### config.mk
export PLATFORM = sky130hd
export DESIGN_NAME = entropy_gather
export DESIGN_NICKNAME = d
export VERILOG_FILES = /design/src/rtl/eg_pkg.sv /design/src/rtl/eg_ctrl_reg.sv /design/src/rtl/eg_sampler.sv /design/src/rtl/eg_collector.sv /design/src/rtl/entropy_gather.sv
export SDC_FILE = /design/constraint.sdc
export NUM_CORES = 1
export LEC_CHECK = 0
export CAP_MARGIN = 20
export CORE_UTILIZATION = 45
export DETAILED_ROUTE_END_ITERATION = 7
export PLACE_DENSITY_LB_ADDON = 0.2
export REMOVE_ABC_BUFFERS = 1
export SLEW_MARGIN = 25
export SYNTH_ARGS = -nofsm -noshare
export SYNTH_HDL_FRONTEND = slang
export SYNTH_SLANG_ARGS = --single-unit
### constraint.sdc
create_clock -name clk -period 8.4 [get_ports clk]
set_clock_uncertainty 0.15 [all_clocks]
set_input_delay 2.52 -clock clk [delete_from_list [all_inputs] [get_ports clk]]
set_output_delay 2.52 -clock clk [all_outputs]
set_load 0.005 [all_outputs]
### src/rtl/eg_pkg.sv
package eg_pkg;

    localparam int unsigned BUS_W     = 32;
    localparam int unsigned HALF_W    = 16;
    localparam int unsigned ADDR_W    = 12;
    localparam int unsigned LEN_STEP  = 64;
    localparam int unsigned LEN_CODES = 4;
    localparam int unsigned MAX_BITS  = LEN_STEP * LEN_CODES;
    localparam int unsigned WORDS     = MAX_BITS / BUS_W;
    localparam int unsigned CNT_W     = $clog2(MAX_BITS + 1);

    localparam logic [ADDR_W-1:0] OFS_CTRL   = 12'h400;
    localparam logic [ADDR_W-1:0] OFS_PERIOD = 12'h404;
    localparam logic [ADDR_W-1:0] OFS_DATA   = 12'h410;

    // Field order sets bit positions: start is bit 0, length select bits 5:4.
    typedef struct packed {
        logic [1:0] len_sel;
        logic [1:0] speed;
        logic       enable;
        logic       start;
    } ctrl_t;

    localparam int unsigned CTRL_W = $bits(ctrl_t);

    typedef logic [WORDS-1:0][BUS_W-1:0] word_bank_t;

    function automatic int unsigned len_bits(input logic [1:0] sel);
        return LEN_STEP * (int'(sel) + 1);
    endfunction

    function automatic int unsigned len_words(input logic [1:0] sel);
        return len_bits(sel) / BUS_W;
    endfunction

    function automatic ctrl_t masked_merge(input ctrl_t old_v,
                                           input ctrl_t new_v,
                                           input ctrl_t mask_v);
        return ctrl_t'((old_v & ~mask_v) | (new_v & mask_v));
    endfunction

endpackage

### src/rtl/eg_ctrl_reg.sv
module eg_ctrl_reg
    import eg_pkg::*;
#(
    parameter int unsigned PERIOD_W = 32
) (
    input  logic                clk,
    input  logic                rst,
    input  logic                wr_ctrl,
    input  logic                wr_period,
    input  ctrl_t               wr_val,
    input  ctrl_t               wr_mask,
    input  logic [PERIOD_W-1:0] wr_period_val,
    input  logic                done,
    output ctrl_t               ctrl_q,
    output logic [PERIOD_W-1:0] period_q
);

    ctrl_t ctrl_d;

    always_comb begin
        ctrl_d = ctrl_q;
        if (wr_ctrl) begin
            ctrl_d = masked_merge(ctrl_q, wr_val, wr_mask);
        end
        if (!ctrl_d.enable) begin
            ctrl_d.start = 1'b0;
        end
        if (done) begin
            ctrl_d.start = 1'b0;
        end
    end

    always_ff @(posedge clk) begin
        if (rst) begin
            ctrl_q   <= '0;
            period_q <= '0;
        end else begin
            ctrl_q <= ctrl_d;
            if (wr_period) begin
                period_q <= wr_period_val;
            end
        end
    end

endmodule

### src/rtl/eg_sampler.sv
module eg_sampler #(
    parameter int unsigned PERIOD_W = 32
) (
    input  logic                clk,
    input  logic                rst,
    input  logic                active,
    input  logic [PERIOD_W-1:0] period,
    output logic                tick
);

    logic [PERIOD_W-1:0] cnt_q;
    logic [PERIOD_W-1:0] last_cnt;

    always_comb begin
        if (period == '0) begin
            last_cnt = '0;
        end else begin
            last_cnt = period - 1'b1;
        end
        tick = active && (cnt_q >= last_cnt);
    end

    always_ff @(posedge clk) begin
        if (rst) begin
            cnt_q <= '0;
        end else if (!active || tick) begin
            cnt_q <= '0;
        end else begin
            cnt_q <= cnt_q + 1'b1;
        end
    end

endmodule

### src/rtl/eg_collector.sv
module eg_collector
    import eg_pkg::*;
(
    input  logic       clk,
    input  logic       rst,
    input  logic       active,
    input  logic       tick,
    input  logic       ent_bit,
    input  logic [1:0] len_sel,
    output logic       done,
    output word_bank_t words_q
);

    logic [MAX_BITS-2:0] shift_q;
    logic [MAX_BITS-1:0] shift_next;
    logic [CNT_W-1:0]    got_q;
    logic [CNT_W-1:0]    last_idx;

    always_comb begin
        shift_next = {shift_q, ent_bit};
        last_idx   = CNT_W'(len_bits(len_sel) - 1);
        done       = tick && (got_q >= last_idx);
    end

    always_ff @(posedge clk) begin
        if (rst) begin
            shift_q <= '0;
            got_q   <= '0;
        end else if (!active || done) begin
            got_q <= '0;
        end else if (tick) begin
            shift_q <= shift_next[MAX_BITS-2:0];
            got_q   <= got_q + 1'b1;
        end
    end

    always_ff @(posedge clk) begin
        if (rst) begin
            words_q <= '0;
        end else if (done) begin
            for (int w = 0; w < int'(WORDS); w++) begin
                if (w < int'(len_words(len_sel))) begin
                    words_q[w] <= shift_next[w*BUS_W +: BUS_W];
                end
            end
        end
    end

endmodule

### src/rtl/entropy_gather.sv
module entropy_gather
    import eg_pkg::*;
#(
    parameter int unsigned PERIOD_W = 32
) (
    input  logic              clk,
    input  logic              rst,
    input  logic              bus_sel,
    input  logic              bus_we,
    input  logic [ADDR_W-1:0] bus_addr,
    input  logic [BUS_W-1:0]  bus_wdata,
    output logic [BUS_W-1:0]  bus_rdata,
    input  logic              ent_bit,
    output logic [1:0]        osc_speed
);

    logic                wr_ctrl;
    logic                wr_period;
    ctrl_t               ctrl_q;
    logic [PERIOD_W-1:0] period_q;
    logic                tick;
    logic                done;
    word_bank_t          words_q;
    logic [WORDS-1:0]    word_hit;

    assign wr_ctrl   = bus_sel && bus_we && (bus_addr == OFS_CTRL);
    assign wr_period = bus_sel && bus_we && (bus_addr == OFS_PERIOD);

    eg_ctrl_reg #(.PERIOD_W(PERIOD_W)) u_ctrl (
        .clk          (clk),
        .rst          (rst),
        .wr_ctrl      (wr_ctrl),
        .wr_period    (wr_period),
        .wr_val       (ctrl_t'(bus_wdata[CTRL_W-1:0])),
        .wr_mask      (ctrl_t'(bus_wdata[HALF_W +: CTRL_W])),
        .wr_period_val(bus_wdata[PERIOD_W-1:0]),
        .done         (done),
        .ctrl_q       (ctrl_q),
        .period_q     (period_q)
    );

    eg_sampler #(.PERIOD_W(PERIOD_W)) u_samp (
        .clk   (clk),
        .rst   (rst),
        .active(ctrl_q.start),
        .period(period_q),
        .tick  (tick)
    );

    eg_collector u_coll (
        .clk    (clk),
        .rst    (rst),
        .active (ctrl_q.start),
        .tick   (tick),
        .ent_bit(ent_bit),
        .len_sel(ctrl_q.len_sel),
        .done   (done),
        .words_q(words_q)
    );

    for (genvar w = 0; w < int'(WORDS); w++) begin : g_hit
        assign word_hit[w] = (bus_addr == OFS_DATA + ADDR_W'(4 * w));
    end

    always_comb begin
        bus_rdata = '0;
        if (bus_addr == OFS_CTRL) begin
            bus_rdata = BUS_W'(ctrl_q);
        end else if (bus_addr == OFS_PERIOD) begin
            bus_rdata = BUS_W'(period_q);
        end else begin
            for (int w = 0; w < int'(WORDS); w++) begin
                if (word_hit[w]) begin
                    bus_rdata = words_q[w];
                end
            end
        end
    end

    assign osc_speed = ctrl_q.speed;

endmodule

# == Word-level counts from Yosys, hierarchy flattened ==
# Cells that the tools add are included.
# word_totals
reg_bits,590
latchBits,0
ram_bits,0
romBits,0
input_bits,49
out_inout_bits,34
elab_cells,80
mem_count,0
# classes
n_addsub,5
n_mul,0
div_mod_pow,0
n_lt_le_gt_ge,10
eq_ne,10
shift,0
muxes,12
bitwise_logic,6
n_reduce_logical,21
# op_table
operator,n
two-way mux 32 bit,11
== test 12 x 11 -> 1 bit (second input constant),10
< comparator 3 x 27 -> 1 bit (first input constant),4
< comparator 2 x 27 -> 1 bit (first input constant),2
adder 32 x 1 -> 32 bit (second input constant),1
>= comparator 32 bit,1
zero test 32 bit,1
subtractor 32 x 1 -> 32 bit (second input constant),1
AND reduction 2 bit,9
bitwise AND 6 bit,2
adder 9 x 1 -> 9 bit (second input constant),1
>= comparator 9 bit,1
subtractor 9 x 1 -> 9 bit (second input constant),1
< comparator 1 x 4 -> 1 bit (first input constant),2
inverter 6 bit,1
OR 6 bit,1
logical AND 1 bit,5
OR reduction 2 bit,2
adder 2 x 1 -> 3 bit (second input constant),1
OR reduction 3 bit,1
logical OR 1 bit,2
two-way mux 2 bit,1
inverter 1 bit,2
zero test 1 bit,1

# == Logic depth before layout (Yosys ltp) ==
# logic_depth
ltp_word,11
mapped_depth,18
mapped_depth_nobuf,14

# == Modules after synthesis ==
# Synthesis repeated with hierarchy kept, for this count alone.
# unflattened
cells_unflattened,2711
hier_area_um2,26032.5
# by_module_without_submodules
module,instances,cells_each,area_each_um2,seq_area_each_um2
eg_collector,1,1798,18888.1,10410.0
eg_sampler,1,378,2907.8,640.6
entropy_gather,1,401,2845.2,0.0
eg_ctrl_reg,1,134,1391.3,760.7

# == Least setup slack after synthesis ==
# OpenSTA, ideal clock, no wires.
# synth_path
path_type,input port to output port
start,input bus_addr[1]
end,output bus_rdata[3]
t_arrival_ps,4512
required_ps,5730
setup_slack_ps,1218
path_stages,10
n_path_buf,4
cell_sequence,or4_1 -> clkbuf_2 -> or2_1 -> buf_6 -> or3_1 -> buf_2 -> buf_6 -> o211ai_1 -> a211oi_1 -> o21ai_1
# synth_via
elab_chain_len,11
elab_cells_between_ends,20
cone_classes,eq/ne (10); mux (10)
# synth_rtl
item,line_no,rtl
"start, declared",entropy_gather.sv:10,"input logic [ADDR_W-1:0] bus_addr,"
== test 12 x 11 -> 1 bit,entropy_gather.sv:62,assign word_hit[w] = (bus_addr == OFS_DATA + ADDR_W'(4 * w));
two-way mux 32 bit (8 in series),entropy_gather.sv:73,if (word_hit[w]) begin
two-way mux 32 bit,entropy_gather.sv:69,end else if (bus_addr == OFS_PERIOD) begin
two-way mux 32 bit *,entropy_gather.sv:67,if (bus_addr == OFS_CTRL) begin
"end, declared",entropy_gather.sv:12,"output logic [BUS_W-1:0] bus_rdata,"
# Every way passes the cells marked *; elsewhere a longest branch is shown, timed or not.

# == Final worst setup path ==
# layout_path
start,input bus_addr[1]
end,output bus_rdata[5]
# Same word-level chain as after synthesis.

==> results.yml <==
yosys:
  syn-cell-area_um2: 26200
  synth_seq_cells: 590
  ys_warn_count: 0
  synth_edf_count: 0
  yosys-top-cells-area: "dfxtp_1 (45%), mux2i_1 (22%), nand2b_1 (12%), nand2_1 (2.7%), ha_1 (2.0%)"
  ys.flop_type: "dfxtp_1"
  async_reset_ff_share_pct: 0
  synth_area_leader_cell: "dfxtp_1"
  synth.avg_cell_area_um2: 10.1
  ys_seq_area_share_pct: 45.1
  synth_top_area_share_pct: 45.1
  synth.distinct_cells: 70
  synth_cells: 2583
global_routing:
  grt_pass1_wl_mm: 104
  antenna_found_initial: 0
  grt_pass1_vias: 18300
  grt_max_degree: 118
  grtUsageTotal_pct: 22.3
  overflow: 0
power_and_ir_drop:
  irDropWorstVdd_v: 0.000136
  leakagePower_nw: 11.1
  cellPowerDensity_nw_per_um2: 195
  total_power_mw: 5.82
die:
  initial_core_util_pct: 45.5
  fp.coreArea_um2: 57600
  io_pins: 83
  placementRows: 88
  die_x_um: 243
  dieHeight_um: 243
  dieArea_um2: 59200
cells_and_area:
  final_cell_mix: "dfxtp_1 (590), mux2i_1 (575), nand2b_1 (520)"
  multiInputGateArea_um2: 13600
  nFillCells: 5233
  fin_cells: 3419
  fin_nets: 2692
  final_core_util_pct: 52.0
  antenna-diode-count: 0
  final_common_cell: "dfxtp_1"
  seqCellArea_um2: 11800
  drive_above_1_share_pct: 6.97
  area_growth_pct: 14.2
sta:
  worst_slew_pin_slew_ns: 0.960
  finalHoldViolations: 0
  slew_viol_final: 0
  slew_headroom_pct: 36.0
  fin_ws_ns: 0.125
  rsz0062_at_grt: "no"
  max_freq_mhz: 121
  timing.final.crit_share_pct: 98.5
  setup_viol_count_final: 0
  period_needed_ns: 8.27
worst_setup_path:
  critPathCaptureType: "primary output"
  worstPathArrival_ns: 5.60
  crit_buf_inv: 2
  cp.required_ns: 5.73
  cp_slowest_stage_delay_ns: 0.58
  crit_top_cell: "clkdlybuf4s50_1"
  slowest_stage: "or4_4"
  cp-start-kind: "input pin"
  worstPathCellList: "clkdlybuf4s50_1, or4_4, or2_1, or3_1, o211ai_1, a211oi_1, o21ai_1, clkdlybuf4s50_1"
  worstSetupPathType: "input pin to primary output"
  cp_max_fo: 6
  crit_family: "simple AND/OR/NAND/NOR gates"
cts:
  numCtsBuffers: 66
  cts_root_buffer: "clkbuf_16"
  clk_pin_slew_ns: 0.06
  cts_buffer_depth: 3
  htree_levels: 3
  clock-sinks: 590
  cts_tree: "done"
  clk_latency_ns: 0.60
place:
  hpwl_mm: 45.7
  dp_slack_ns: -0.0253
  gp_congestion: 0.885
  io_buffers: 82
  dp_cells: 3297
status:
  status: "completed"
drt:
  vias: 18600
  dr.pass1.iters: 6
  wl_mm: 67.2
  routedWlPerCell_um: 19.7
  drt_iter0_markers: 1274
  route.detailed.drc: 0
  antenna_left: 0
  viasPerCell: 5.45
run:
  drv_cap: 0
worst_hold_path:
  min_path_type: "flop to flop"
power breakdown:
part           switching [mW]  leakage [nW]  internal [mW]  total, mW
clock network            1.17          1.10           1.73       2.90
logic                  0.0593          5.23         0.0670      0.126
registers           0.0000239          4.75           2.80       2.80
cell usage after synthesis (all sizes together), types with 8 or more instances:
cell type	number
a211oi	11
a21oi	54
a222oi	20
a22o	22
a22oi	12
and3	10
buf	73
clkbuf	103
dfxtp	590
ha	41
inv	14
mux2i	575
nand2	188
nand2b	520
nand3	19
nand4	17
nor2	78
nor3	21
nor4	16
o2111ai	23
o211ai	10
o21ai	27
or4	8
xnor2	20
xor2	36
worst paths after layout:
| path | startpoint | slack [ns] | to | cells past startpoint |
|---|---|---|---|---|
| max | bus_addr[1] | 0.13 | bus_rdata[5] | 8 |
| min | u_coll.got_q[8] | 0.32 | u_coll.got_q[8] | 2 |
| max reg2reg | u_ctrl.period_q[9] | 1.91 | u_coll.words_q[221] | 13 |
| min reg2reg | u_coll.got_q[8] | 0.32 | u_coll.got_q[8] | 2 |
metal layers:
layer	track usage, %	vias to the layer above	part of all wire [%]
met5	0	-	0
met3	3.46	114	4.5
met1	30.1	9118	46
li1	-	8993	-
met2	36.5	400	47
met4	7.25	0	2.8
tightest hold or removal path: stages (launching register included):
cell and delay (ns):
dfxtp_1 0.31, nand2_1 0.05, mux2i_1 0.06
area by class of cell:
type	count	share of cell area [%]
sequential	590	39.5
tap	765	3.20
multi-input combinational	1803	45.3
clock buffer	94	6.55
timing repair buffer	127	4.50
inverter	14	0.176
clock inverter	26	0.782
repair_timing:
action / in CTS / in global routing
resized for setup: 1 / 7
hold buffers: 0 / 0
setup endpoints to repair: 3 / 14
setup buffers: 1 / 1
pin swaps: 1 / 0
metrics by stage:
step,setup TNS [ns],cell area (µm²),hold slack (ns)
global placement,0,27600,0.301
CTS,0,29900,0.317
global route,0,29900,0.341
detailed placement,-0.0341,27700,0.307
finish,0,29900,0.317
floorplan,-3321.34,25300,0.288
registers in the layout (all words and copies together), names as in the netlist, named ones only:
register	count
u_coll.shift_q	255
u_coll.words_q	256
u_samp.cnt_q	32
u_coll.got_q	9
u_ctrl.period_q	32
u_ctrl.ctrl_q	1
kinds of logic after synthesis:
group | synth area share [%]
DFF | 45.1
xor gates and xnor gates | 1.87
buffers and inverters | 3.61
muxes | 22.0
and+or+nand+nor | 19.3
AOI/OAI and AO/OA | 6.19
adders and majority gates | 1.96
(Power assumes the default switching activity.)
